<file path="src/rtl/adc_port_pkg.sv">
package adc_port_pkg;
    typedef enum logic [1:0] {
        ST_IDLE   = 2'd0,
        ST_LAUNCH = 2'd1,
        ST_WAIT   = 2'd2
    } conv_state_e;
endpackage

</file>
<file path="src/rtl/adc_port_sync.sv">
module adc_port_sync #(
    parameter int WIDTH  = 3,
    parameter int STAGES = 2
) (
    input  logic             clk,
    input  logic             rst_n,
    input  logic [WIDTH-1:0] d_async,
    output logic [WIDTH-1:0] q_sync
);
    logic [STAGES-1:0][WIDTH-1:0] stg;

    for (genvar s = 0; s < STAGES; s++) begin : g_stage
        if (s == 0) begin : g_first
            always_ff @(posedge clk) begin
                if (!rst_n) stg[s] <= '0;
                else        stg[s] <= d_async;
            end
        end else begin : g_next
            always_ff @(posedge clk) begin
                if (!rst_n) stg[s] <= '0;
                else        stg[s] <= stg[s-1];
            end
        end
    end

    assign q_sync = stg[STAGES-1];
endmodule

</file>
<file path="src/rtl/adc_port_fsm.sv">
module adc_port_fsm
    import adc_port_pkg::*;
#(
    parameter int DATA_W = 8,
    parameter int CHAN_W = 2
) (
    input  logic              clk,
    input  logic              rst_n,
    input  logic              cmd_wr,
    input  logic [CHAN_W-1:0] cmd_chan,
    input  logic              adc_done,
    input  logic [DATA_W-1:0] adc_data,
    output logic              adc_start,
    output logic [CHAN_W-1:0] adc_chan,
    output logic              eoc_n,
    output logic [DATA_W-1:0] result
);
    conv_state_e st, st_nx;

    always_ff @(posedge clk) begin
        if (!rst_n) st <= ST_IDLE;
        else        st <= st_nx;
    end

    always_comb begin
        st_nx = st;
        if (cmd_wr) begin
            st_nx = ST_LAUNCH;
        end else begin
            unique case (st)
                ST_IDLE:   st_nx = ST_IDLE;
                ST_LAUNCH: st_nx = ST_WAIT;
                ST_WAIT:   if (adc_done) st_nx = ST_IDLE;
                default:   st_nx = ST_IDLE;
            endcase
        end
    end

    always_ff @(posedge clk) begin
        if (!rst_n) begin
            adc_chan <= '0;
            eoc_n    <= 1'b1;
            result   <= '0;
        end else if (cmd_wr) begin
            adc_chan <= cmd_chan;
            eoc_n    <= 1'b1;
        end else if (st == ST_WAIT && adc_done) begin
            result   <= adc_data;
            eoc_n    <= 1'b0;
        end
    end

    assign adc_start = (st == ST_LAUNCH);
endmodule

</file>
<file path="src/rtl/adc_port_rdmux.sv">
module adc_port_rdmux #(
    parameter int          ADDR_W   = 8,
    parameter int          DATA_W   = 8,
    parameter logic [7:0]  CMD_OFS  = 8'h70,
    parameter logic [7:0]  STAT_OFS = 8'h72
) (
    input  logic              page_sel,
    input  logic              rnw,
    input  logic [ADDR_W-1:0] addr,
    input  logic [DATA_W-1:0] result,
    input  logic [DATA_W-1:0] status,
    output logic [DATA_W-1:0] rdata
);
    always_comb begin
        rdata = '0;
        if (page_sel && rnw) begin
            if (addr == ADDR_W'(CMD_OFS))       rdata = result;
            else if (addr == ADDR_W'(STAT_OFS)) rdata = status;
        end
    end
endmodule

</file>
<file path="src/rtl/adc_port_ctl.sv">
module adc_port_ctl #(
    parameter int         ADDR_W    = 8,
    parameter int         DATA_W    = 8,
    parameter int         CHAN_W    = 2,
    parameter int         SYNC_STG  = 2,
    parameter int         CODE_BASE = 4,
    parameter logic [7:0] CMD_OFS   = 8'h70,
    parameter logic [7:0] STAT_OFS  = 8'h72
) (
    input  logic              clk,
    input  logic              rst_n,
    input  logic [ADDR_W-1:0] bus_addr,
    input  logic              bus_page_sel,
    input  logic [DATA_W-1:0] bus_wdata,
    input  logic              bus_rnw,
    input  logic              bus_stb,
    input  logic              prn_busy_a,
    input  logic              fire1_a,
    input  logic              fire2_a,
    input  logic              adc_done,
    input  logic [DATA_W-1:0] adc_data,
    output logic [DATA_W-1:0] bus_rdata,
    output logic              adc_start,
    output logic [CHAN_W-1:0] adc_chan
);
    localparam int                     HI_W    = DATA_W - CHAN_W;
    localparam logic [HI_W-1:0]        CODE_HI = HI_W'(CODE_BASE >> CHAN_W);
    localparam int                     N_SYNC  = 3;

    logic              code_ok;
    logic              cmd_wr;
    logic              eoc_n;
    logic [DATA_W-1:0] result;
    logic [DATA_W-1:0] status;
    logic [N_SYNC-1:0] sync_q;

    assign code_ok = (bus_wdata[DATA_W-1:CHAN_W] == CODE_HI);
    assign cmd_wr  = bus_stb && bus_page_sel && !bus_rnw &&
                     (bus_addr == ADDR_W'(CMD_OFS)) && code_ok;

    adc_port_sync #(.WIDTH(N_SYNC), .STAGES(SYNC_STG)) u_sync (
        .clk     (clk),
        .rst_n   (rst_n),
        .d_async ({prn_busy_a, fire2_a, fire1_a}),
        .q_sync  (sync_q)
    );

    adc_port_fsm #(.DATA_W(DATA_W), .CHAN_W(CHAN_W)) u_fsm (
        .clk       (clk),
        .rst_n     (rst_n),
        .cmd_wr    (cmd_wr),
        .cmd_chan  (bus_wdata[CHAN_W-1:0]),
        .adc_done  (adc_done),
        .adc_data  (adc_data),
        .adc_start (adc_start),
        .adc_chan  (adc_chan),
        .eoc_n     (eoc_n),
        .result    (result)
    );

    always_comb begin
        status           = '0;
        status[DATA_W-1] = sync_q[2];
        status[DATA_W-2] = eoc_n;
        status[DATA_W-3] = sync_q[1];
        status[DATA_W-4] = sync_q[0];
    end

    adc_port_rdmux #(
        .ADDR_W(ADDR_W), .DATA_W(DATA_W),
        .CMD_OFS(CMD_OFS), .STAT_OFS(STAT_OFS)
    ) u_rd (
        .page_sel (bus_page_sel),
        .rnw      (bus_rnw),
        .addr     (bus_addr),
        .result   (result),
        .status   (status),
        .rdata    (bus_rdata)
    );
endmodule

</file>
<file path="config.mk">
export PLATFORM = sky130hd
export DESIGN_NAME = adc_port_ctl
export DESIGN_NICKNAME = d
export VERILOG_FILES = /design/src/rtl/adc_port_pkg.sv /design/src/rtl/adc_port_sync.sv /design/src/rtl/adc_port_fsm.sv /design/src/rtl/adc_port_rdmux.sv /design/src/rtl/adc_port_ctl.sv
export SDC_FILE = /design/constraint.sdc
export NUM_CORES = 1
export LEC_CHECK = 0
export BUFFER_PORTS_ARGS = -buffer_cell sky130_fd_sc_hd__buf_2
export CORE_UTILIZATION = 40
export CTS_CLUSTER_DIAMETER = 30
export DETAILED_ROUTE_END_ITERATION = 12
export HOLD_SLACK_MARGIN = 0.08
export PLACE_DENSITY = 0.73
export SLEW_MARGIN = 20
export SYNTH_ARGS = -nofsm -noshare
export SYNTH_HDL_FRONTEND = slang
export SYNTH_HIERARCHICAL = 1
export SYNTH_SLANG_ARGS = --single-unit
</file>
<file path="constraint.sdc">
create_clock -name clk -period 1.3 [get_ports clk]
set_input_delay 0.065 -clock clk [delete_from_list [all_inputs] [get_ports clk]]
set_output_delay 0.065 -clock clk [all_outputs]
set_load 0.05 [all_outputs]
</file>
=== Word level (Yosys, flattened, before mapping) ===
Cells that the tools add are included.

* Eq/ne operators: 7
* Muxes and demuxes: 6
* Bitwise gates (word level): 2
* Reductions and logical operators: 9

{| class="wikitable"
|+ Operators by type and width
! operator !! count
|-
| 8-bit two-way mux || 3
|-
| 8-bit by 7-bit equality test with 1-bit output (second input constant) || 2
|-
| 6-bit by 1-bit equality test with 1-bit output (second input constant) || 1
|-
| 1-bit logical AND || 6
|-
| 2-bit one-hot mux with 2 select lines || 1
|-
| 3-bit inequality test (second input constant) || 1
|-
| 2-bit by 1-bit equality test with 1-bit output (second input constant) || 1
|-
| 2-bit equality test (second input constant) || 1
|-
| 2-bit two-way mux || 1
|-
| 2-bit inequality test (second input constant) || 1
|-
| 1-bit inverter || 2
|-
| 2-bit AND reduction || 1
|-
| 2-bit OR reduction || 1
|-
| 1-bit logical NOT || 1
|-
| 1-bit two-way mux || 1
|}

* Register bits after elaboration: 19
* Bits of input ports: 33
* Output and inout port bits: 11
* Word-level logic and storage cells: 31

=== Depth between registers and ports, before layout ===
Gate-level depths: netlist (run 1).

* Depth after elaboration: 6
* Depth in mapped cells: 6
* Gate-level depth less buffers: 5

=== Hierarchy ===
The synthesis (run 1) kept the hierarchy.

{| class="wikitable"
|+ Modules (own cells, without submodules)
! module !! times used !! cells each !! area an instance (um^2) !! sequential area each (um^2)
|-
| adc_port_fsm || 1 || 53 || 513.0 || 260.2
|-
| adc_port_sync || 1 || 15 || 180.2 || 120.1
|-
| adc_port_rdmux || 1 || 21 || 170.2 || 0.0
|-
| adc_port_ctl || 1 || 7 || 68.8 || 0.0
|}

=== Worst setup path before layout (run 1) ===
No wires, ideal clock.

* Path kind: input to output
* Start point: input port bus_addr[2]
* End point: output port bus_rdata[0]
* Arrival time: 2.275 ns
* Path slack: -1.040 ns
* Stages: 3
* Buffers on the path: 1
* Path through: or4b_4 -> buf_6 -> nor4_1

* Longest elaborated chain between the ends: 3

{| class="wikitable"
|+ Ends and longest elaborated chain
! what !! line !! source
|-
| start: declaration || adc_port_ctl.sv:12 || <nowiki>input logic [ADDR_W-1:0] bus_addr,</nowiki>
|-
| 8-bit by 7-bit equality test with 1-bit output || adc_port_rdmux.sv:17 || <nowiki>if (addr == ADDR_W'(CMD_OFS)) rdata = result;</nowiki>
|-
| 8-bit two-way mux || adc_port_rdmux.sv:17 ||
|-
| 8-bit two-way mux || adc_port_rdmux.sv:16 || <nowiki>if (page_sel && rnw) begin</nowiki>
|-
| end: declaration || adc_port_ctl.sv:22 || <nowiki>output logic [DATA_W-1:0] bus_rdata,</nowiki>
|}

No other way between the ends.

=== Worst setup path after layout (run 1) ===
* Start point: input port bus_addr[0]
* End point: output port bus_rdata[7]

* Longest elaborated chain between the ends: 4
* Elaborated cells between the ends (all ways): 5
* Classes of those cells: eq/ne: 2; mux: 3

{| class="wikitable"
|+ Ends and longest elaborated chain
! what !! line !! source
|-
| 8-bit by 7-bit equality test with 1-bit output || adc_port_rdmux.sv:18 || <nowiki>else if (addr == ADDR_W'(STAT_OFS)) rdata = status;</nowiki>
|-
| 8-bit two-way mux || adc_port_rdmux.sv:18 ||
|-
| 8-bit two-way mux * || adc_port_rdmux.sv:17 ||
|-
| 8-bit two-way mux * || adc_port_rdmux.sv:16 ||
|}

Every way passes the cells marked *; elsewhere a longest branch is shown, timed or not.

==> flow_summary.yaml, run 1 <==
run_status:
  status: "finished, violations left"
  violations: "setup timing"
sta:
  hold_violations: 0
  finalCriticalPeriod_ns: 1.40
  setup_viol: 8
  grt_setup_unrepaired: "true"
  timing.fmax_mhz: 714
  finalMaxSlewViolations: 0
  setup_slack_ns: -0.0997
  fin_worst_skew_ns: 0.00380
  finalCritPeriodShare_pct: 108
floorplan:
  rows: 17
  io-pin-count: 44
  die-area_sq_um: 2530
  core_area_sq_um: 2210
  dieHeight_um: 50.3
  dieWidth_um: 50.3
  start_util_pct: 42.1
grt:
  antenna_found_initial: 0
  grt_max_degree: 15
  first_global_vias: 810
  grt-ovfl-total: 0
  track_usage_pct: 17.5
  grt_first_pass_wirelength_mm: 3.35
cts:
  clk_pin_slew_ns: 0.10
  cts_buffers: 3
  cts_buffer_depth: 2
  clkLatencyLatePin_ns: 0.28
  cts-root-buf: "clkbuf_4"
  htreeDepth: 1
  cts.sinks: 19
  cts_tree: "done"
setup_path:
  crit_arrival_ns: 1.33
  worstRegToRegCells: 2
  crit_chain: "buf_6, or4b_4, nor4_4, buf_6"
  cp-end-kind: "primary output"
  cp_max_fo: 8
  r2r_end: "u_fsm/result[5]"
  setup.worst_path.start_class: "input port"
  endpoint: "bus_rdata[7]"
  crit_required_ns: 1.24
  path_buf_inv: 2
  timing.rr.start: "u_fsm/st[1]"
  path_class: "input port to primary output"
  crit_top_cell: "buf_6"
  worst_path_dominant_cell_family: "simple AND/OR/NAND/NOR gates"
  startpoint: "bus_addr[0]"
  crit_path_max_incr_delay_ns: 0.67
  cp.depth: 4
  ff2ff_setup_slack_ns: 0.17
  slowest_stage: "or4b_4"
finish:
  nNetsFinal: 191
  drive_gt1_share_pct: 42.7
  area_delta_synth_final_pct: 65.6
  fin_area_sq_um: 1540
  diodes: 0
routing:
  wirelength_mm: 2.03
  vias_per_cell: 4.63
  initialDrtViolationCount: 13
  first_pass_iters: 4
  num_vias: 857
  detail-route-antenna-nets: 0
  drc_errors: 0
  post_drt_wl_per_cell_um: 11.0
place:
  dpl_cell_area_sq_um: 1320
  gp_congestion: 0.681
  dpl.hpwl_mm: 1.54
  numPortBuffers: 43
yosys:
  synth_top_area_share_pct: 40.8
  yosysSeqAreaShare_pct: 40.8
  netlist_top_cells_count: "dfxtp_1, mux2i_1, nand2_1"
  syn_avg_cell_area_sq_um: 9.71
  ys_ff_latch: 19
  syn_area_sq_um: 932
  synth_most_common_cell: "dfxtp_1"
  ys_types: 23
  ys_async_sr_fraction_pct: 0
  synth_ff_type: "dfxtp_1"
  yosys.area.top_type: "dfxtp_1"
  synth-edff-count: 0
  synthCells: 96
  yosysWarnings: 6
  synthTopCellsByArea: "dfxtp_1, mux2i_1, nand2_1"
worst_hold_path:
  hp-start: "rst_n"
  hp-class: "input port to flop"
power:
  power_w: 0.00106
  p_leak_nw: 0.696
  power_density_nw_per_um2: 684
  vdd_drop_max_mv: 0.469
run:
  cap_violations: 0
==> state kept, by name, indices dropped and copies added (netlist names) <==
signal,count
u_fsm/adc_chan,2
u_sync/stg,3
u_sync/q_sync,3
u_fsm/st,2
u_fsm/result,8
u_fsm/eoc_n,1
==> area by class of cell <==
| cell class | count | area [sq um] |
|---|---|---|
| fillers | 176 | 668 |
| multi-input cells | 70 | 628 |
| repair buffers | 62 | 465 |
| flip-flops and latches | 19 | 380 |
| well taps | 28 | 35.0 |
| clock buffers | 3 | 22.5 |
| inverters | 2 | 7.51 |
| clock inverters | 1 | 5.00 |
==> cells by family after synthesis <==
logic type,Yosys count,synth area share [%]
DFF,19,40.8
other,1,0.402
buffers and inverters,10,7.11
AOI/OAI and AO/OA,2,2.01
muxes,18,19.3
and+or+nand+nor,46,30.3
==> per-stage QoR <==
stage | utilization, % | std cells | hold slack, ns | setup TNS, ns | worst slack (ns)
floorplan | - | 99 | 0.187 | -1.94 | -0.212
global placement | 59.5 | 167 | 0.266 | -3.02 | -0.202
detailed placement | 59.5 | 167 | 0.269 | -3.56 | -0.229
CTS | 69.5 | 184 | 0.0836 | -0.769 | -0.102
global route | 69.8 | 185 | 0.109 | -0.961 | -0.133
finish | 69.8 | 185 | 0.0934 | -0.697 | -0.0997
==> how the worst min path moves through the flow <==
stage                  endpoint  slack, ns  depth (start not counted)
6_report            u_fsm/st[1]       0.09                          2
5_1_grt         u_fsm/result[6]       0.11                          3
4_1_cts             u_fsm/st[1]       0.08                          2
3_5_place_dp      u_sync/stg[1]       0.27                          2
3_3_place_gp      u_sync/stg[1]       0.27                          2
2_1_floorplan  u_sync/q_sync[0]       0.19                          1
==> routing by layer <==
layer  track usage [%]  vias up  share of wire, %
li1                  -      451                 -
met1              19.9      386                42
met2              32.7       18                54
met3              1.82        2               2.5
met4              7.14        0              0.79
met5                 0        -                 0
==> what timing repair did <==
item,CTS,global route
endpoints found under the setup margin,8,10
hold endpoints to repair,13,0
hold buffers,13,0
resized for setup,18,1
cloned,0,0
pin swaps,9,3
buffers inserted,0,1
==> power breakdown <==
group | switching, W | total (W) | internal (W)
registers | 0.00000168 | 0.000592 | 0.000590
logic | 0.0000844 | 0.000185 | 0.000101
clock network | 0.000165 | 0.000279 | 0.000114
total | 0.000251 | 0.00106 | 0.000805
==> cells in the final DEF (no fill, tap or decap), types with 2 or more instances in the layout <==
master	count
nand3b_1	2
inv_1	2
buf_6	10
nor2_1	3
nor4_4	9
buf_4	5
and2_1	6
buf_2	33
nand2_1	18
clkbuf_4	3
conb_1	4
dlygate4sd3_1	13
dfxtp_1	19
mux2i_1	18
nor4b_2	2
(Power assumes the default switching activity.)
==> run 2, diff against run 1 <==
Settings changed: BUFFER_PORTS_ARGS -buffer_cell sky130_fd_sc_hd__buf_2 to default, CORE_UTILIZATION 40 to 54, DONT_BUFFER_PORTS from default to 1, PLACE_DENSITY 0.73 to 0.72.
==> flow_summary.yaml, run 2 (synthesis results as in run 1) <==
sta:
  hold_violations: 0
  tns_ns: -0.142
  grt_setup_unrepaired: "true"
  fin_worst_skew_ns: 0.00808
  setup_viol: 5
  finalCriticalPeriod_ns: 1.35
  worst_pin_slew_ns: 0.669
  timing.fmax_mhz: 739
  max_slew_margin_pct: 55.4
  setup_slack_ns: -0.0537
  finalMaxSlewViolations: 0
  finalCritPeriodShare_pct: 104
worst_hold_path:
  min_to: "u_fsm/st[0]"
  hp-class: "input port to flop"
  hp-start: "bus_wdata[4]"
  hold_path_depth: 4
finish:
  drive_gt1_share_pct: 34.8
  fin_util_pct: 94.9
  multi_input_area_sq_um: 669
  nNetsFinal: 166
  area_delta_synth_final_pct: 58.8
  final_common_cell: "nand2_1"
  num-fill-cells: 42
  largest_register: "u_fsm/result"
  largest_reg_flops: 8
  final-instance-count-excl-fill: 148
  mostFrequentLayoutCells: "nand2_1, dlygate4sd3_1, mux2i_1, dfxtp_1, buf_4"
  regArea_sq_um: 388
  diodes: 0
grt:
  first_global_vias: 802
  grtUsageMet3_pct: 4.58
  top_usage_layer: "met2"
  antenna_found_initial: 0
  met2_usage_pct: 54.3
  track_usage_pct: 27.8
  grt_first_pass_wirelength_mm: 3.68
  grt_max_degree: 21
  grtUsageMet1_pct: 26.7
  grt-ovfl-total: 0
setup_path:
  setup.worst_path.start_class: "input port"
  crit_required_ns: 1.24
  r2r_end: "u_fsm/result[3]"
  worstRegToRegCells: 2
  cp_max_fo: 7
  path_class: "input port to primary output"
  ff2ff_setup_slack_ns: -0.01
  cp-end-kind: "primary output"
  timing.rr.start: "u_fsm/st[1]"
  crit_arrival_ns: 1.29
floorplan:
  die-area_sq_um: 1900
  dieWidth_um: 43.5
  core_area_sq_um: 1560
  dieHeight_um: 43.5
  io-pin-count: 44
  rows: 14
  start_util_pct: 59.8
cts:
  cts-root-buf: "clkbuf_4"
  cts_buffer_depth: 2
  htreeDepth: 1
  cts.sinks: 19
  cts_tree: "done"
  cts_buffers: 3
  clk_pin_slew_ns: 0.11
  clkLatencyLatePin_ns: 0.30
routing:
  wirelength_mm: 3.17
  drc_errors: 8
  vias_per_cell: 6.18
  first_pass_iters: 8
  post_drt_wl_per_cell_um: 21.4
  detail-route-antenna-nets: 0
  num_vias: 914
  initialDrtViolationCount: 24
power:
  vdd_drop_max_mv: 0.766
  power_w: 0.00104
  p_leak_nw: 0.614
  power_density_nw_per_um2: 704
place:
  numPortBuffers: 0
  place_inst: 121
  dpl.hpwl_mm: 1.38
  gp_congestion: 0.687
run:
  cap_violations: 0
run_status:
  status: "finished, violations left"
  violations: "DRC, setup timing"
## run 2: metal layers
metal | vias up | part of all wire [%]
li1 | 406 | -
met3 | 12 | 6.8
met4 | 0 | 3.3
met1 | 437 | 35
met5 | - | 0
met2 | 59 | 55
## run 2: worst max path at each step
stage                 from               to  slack, ns  depth (start not counted)
5_1_grt        bus_addr[2]     bus_rdata[4]      -0.09                          4
3_3_place_gp   bus_addr[1]  u_fsm/result[6]      -0.05                          5
2_1_floorplan  bus_addr[3]     bus_rdata[0]      -0.21                          2
3_5_place_dp   bus_addr[1]  u_fsm/result[5]      -0.12                          5
4_1_cts        bus_addr[7]     bus_rdata[4]     -0.009                          3
6_report       bus_addr[2]     bus_rdata[4]      -0.05                          4
## run 2: report_power, final
part / internal [W] / total, W / switching, W
Sequential: 0.000591 / 0.000594 / 0.00000359
Combinational: 0.0000765 / 0.000146 / 0.0000699
Clock: 0.000115 / 0.000301 / 0.000187
## run 2: timing repair
action	in CTS	in global routing
endpoints found under the setup margin	8	9
gates resized for setup	11	11
hold buffers	18	0
pin swaps	4	3
buffers inserted	0	5
hold endpoints to repair	19	0
## run 2: layout make-up
type                       instances  share of cell area [%]
multi-input combinational         70                    45.2
sequential                        19                    26.2
timing repair buffer              37                    24.9
clock buffer                       3                    1.52
tap                               16                    1.35
inverter                           2                   0.507
clock inverter                     1                   0.338
## run 2: worst max-delay path, cell delays in order
cell,delay (ns)
or4b_4,0.65
buf_4,0.19
nor4_4,0.17
buf_6,0.21
## run 2: metrics by stage
stage	area [sq um]	setup WS (ns)	hold slack, ns
6_report	1480	-0.0537	0.108
3_3_place_gp	1140	-0.0515	0.189
4_1_cts	1390	-0.00944	0.0650
5_1_grt	1480	-0.0922	0.116
3_5_place_dp	1140	-0.117	0.192
2_1_floorplan	1070	-0.212	0.187
==> run 3, diff against run 2 <==
Settings changed: CORE_UTILIZATION 54 to 58, PLACE_DENSITY 0.72 to 0.74.
Clock period 1.3 ns to 1.28 ns, I/O delays scaled along.
==> flow_summary.yaml, run 3 <==
place:
  place_inst: 121
  numPortBuffers: 0
  gp_congestion: 0.681
  dpl.hpwl_mm: 1.36
cts:
  cts_buffers: 3
  cts-root-buf: "clkbuf_4"
  cts_buffer_depth: 2
  cts.sinks: 19
  htreeDepth: 1
run_status:
  firstError: "[ERROR DPL-0033] detailed placement checks failed during check placement."
  status: "aborted with a tool error"
  stop_stage: "global routing"
sta:
  worst_endpoint: "bus_rdata[4]"
  worst_path_end_type: "output port"
yosys:
  ys_types: 23
  yosys.area.top_type: "dfxtp_1"
  synthCells: 96
  synth_most_common_cell: "dfxtp_1"
  syn_avg_cell_area_sq_um: 9.71
  synthTopCellsByArea: "dfxtp_1, mux2i_1, nand2_1"
  netlist_top_cells_count: "dfxtp_1, mux2i_1, nand2_1"
  synth-edff-count: 0
  ys_ff_latch: 19
  yosysWarnings: 6
  ys_async_sr_fraction_pct: 0
  synth_top_area_share_pct: 40.8
  syn_area_sq_um: 932
  synth_ff_type: "dfxtp_1"
  yosysSeqAreaShare_pct: 40.8
grt:
  grt_max_degree: 19
  antenna_found_initial: 0
floorplan:
  start_util_pct: 61.9
  dieHeight_um: 42.1
  io-pin-count: 44
  rows: 14
  dieWidth_um: 42.1
[run 3: timing repair]
| action | in CTS |
|---|---|
| hold buffers | 19 |
| endpoints found under the hold margin | 19 |
| setup buffers | 1 |
| gates cloned | 0 |
| endpoints found under the setup margin | 8 |
| gates resized for setup | 21 |
| pin swaps | 8 |
[run 3: kinds of logic after synthesis]
| group | Yosys count | share of synthesized area (%) |
|---|---|---|
| buffers and inverters | 10 | 7.11 |
| and+or+nand+nor | 46 | 30.3 |
| other | 1 | 0.402 |
| DFF | 19 | 40.8 |
| muxes | 18 | 19.3 |
| AOI/OAI and AO/OA | 2 | 2.01 |
[run 3: through the flow]
step	setup slack, ns	instance area (sq um)	hold slack [ns]	TNS (ns)
after floorplan	-0.230	1070	0.186	-2.24
after global placement	-0.0647	1140	0.188	-0.799
after detailed placement	-0.104	1140	0.191	-1.24
after CTS	-0.0309	1440	0.0788	-0.0509
==> run 4, diff against run 3 <==
Settings changed: CORE_AREA from default to 2 2 63 65, CORE_UTILIZATION 58 to default, CTS_CLUSTER_DIAMETER 30 to default, DIE_AREA from default to 0 0 65 67, HOLD_SLACK_MARGIN 0.08 to default, PLACE_DENSITY 0.74 to default, PLACE_DENSITY_LB_ADDON from default to 0.15.
==> flow_summary.yaml, run 4 (synthesis results as in run 1) <==
routing:
  num_vias: 804
  vias_per_cell: 4.37
  wirelength_mm: 2.23
  drc_errors: 0
  initialDrtViolationCount: 12
  post_drt_wl_per_cell_um: 12.1
  first_pass_iters: 3
  detail-route-antenna-nets: 0
place:
  gp_congestion: 0.640
  dpl.hpwl_mm: 1.66
  dpl_cell_area_sq_um: 1180
  numPortBuffers: 0
  place_inst: 153
floorplan:
  dieWidth_um: 65
  rows: 22
  die-area_sq_um: 4360
  dieHeight_um: 67
  core_area_sq_um: 3610
  io-pin-count: 44
  start_util_pct: 25.9
cts:
  clkLatencyLatePin_ns: 0.25
  cts.sinks: 19
  clk_pin_slew_ns: 0.07
  cts_tree: "done"
  cts_buffer_depth: 2
  cts_buffers: 3
  htreeDepth: 1
  cts-root-buf: "clkbuf_8"
sta:
  hold_violations: 0
  fin_worst_skew_ns: 0.000508
  finalMaxSlewViolations: 0
  timing.fmax_mhz: 792
  tns_ns: 0
  finalCriticalPeriod_ns: 1.26
  finalCritPeriodShare_pct: 98.7
  grt_setup_unrepaired: "true"
  setup_viol: 0
  holdWs_ns: 0.0205
setup_path:
  cp-end-kind: "primary output"
  crit_required_ns: 1.22
  crit_path_max_incr_delay_ns: 0.60
  crit_chain: "or4b_4, buf_4, nor4_4, buf_6"
  slowest_stage: "or4b_4"
  setup.worst_path.start_class: "input port"
  crit_arrival_ns: 1.20
  cp_max_fo: 6
  path_class: "input port to primary output"
finish:
  final-instance-count-excl-fill: 184
  area_delta_synth_final_pct: 66.6
  final_common_cell: "dlygate4sd3_1"
  diodes: 0
  num-fill-cells: 354
  nNetsFinal: 170
  largest_reg_flops: 8
  mostFrequentLayoutCells: "dlygate4sd3_1, nand2_1, dfxtp_1, mux2i_1"
  fin_area_sq_um: 1550
  drive_gt1_share_pct: 32.4
  largest_register: "u_fsm/result"
grt:
  grt_first_pass_wirelength_mm: 3.46
  antenna_found_initial: 0
  grt_max_degree: 14
  track_usage_pct: 10.6
  first_global_vias: 787
  grt-ovfl-total: 0
worst_hold_path:
  hp-class: "input port to flop"
power:
  p_leak_nw: 0.621
  power_density_nw_per_um2: 738
  power_frac_clock_pct: 34.9
  seq_power_share_pct: 52.5
  pwr-share-comb_pct: 12.5
  p_switching_w: 0.000245
  vdd_drop_max_mv: 0.353
  p_int_w: 0.000900
  swShare_pct: 21.4
run:
  cap_violations: 0
run_status:
  status: "completed"
-- run 4: layout make-up --
class	count	area, sq um	area share [%]
Clock buffer	3	41.3	2.66
Timing Repair Buffer	41	410	26.4
Inverter	2	7.51	0.483
Sequential cell	19	385	24.8
Tap cell	48	60.1	3.87
Multi-Input combinational cell	70	643	41.4
Clock inverter	1	5.00	0.322
-- run 4: worst paths after layout --
path	slack [ns]	end	depth (start not counted)	from
max reg2reg	0.16	u_fsm/result[4]	2	u_fsm/st[0]
min	0.02	u_fsm/eoc_n	2	adc_done
min reg2reg	0.46	u_fsm/result[1]	2	u_fsm/result[1]
max	0.02	bus_rdata[4]	4	bus_addr[7]
-- run 4: timing repair --
| action | 4_1_cts | 5_1_grt |
|---|---|---|
| gates cloned | 0 | 0 |
| resized for setup | 8 | 10 |
| setup buffers | 2 | 2 |
| pin swaps | 5 | 2 |
| setup endpoints to repair | 8 | 10 |
| hold buffers | 23 | 0 |
| hold endpoints to repair | 18 | 0 |
-- run 4: metal layers --
metal | share of wire, % | track usage, %
met5 | 0 | 0
met4 | 1.0 | 4.79
met2 | 57 | 21.0
met1 | 36 | 9.81
met3 | 5.6 | 3.04
-- run 4: power by group through the flow --
stage          sequential, W  combinational [W]  clock (W)
6_report            0.000602           0.000144   0.000400
5_1_grt             0.000602           0.000156   0.000439
4_1_cts             0.000601           0.000139   0.000416
3_5_place_dp        0.000615          0.0000746          0
3_3_place_gp        0.000615          0.0000732          0
2_1_floorplan       0.000614          0.0000823          0
-- run 4: metrics by stage --
stage	total power [W]	utilization, %	setup WS (ns)
floorplan	0.000697	-	-0.230
global route	0.00120	43.1	-0.0406
CTS	0.00116	42.0	-0.0161
finish	0.00115	43.1	0.0168
global placement	0.000688	32.8	-0.0740
detailed placement	0.000690	32.8	-0.128
-- run 4: critical path: cells and delay by family --
kind / cells / cell delay [ns]
buffers and inverters: 2 / 0.38
AND/OR/NAND/NOR: 2 / 0.75
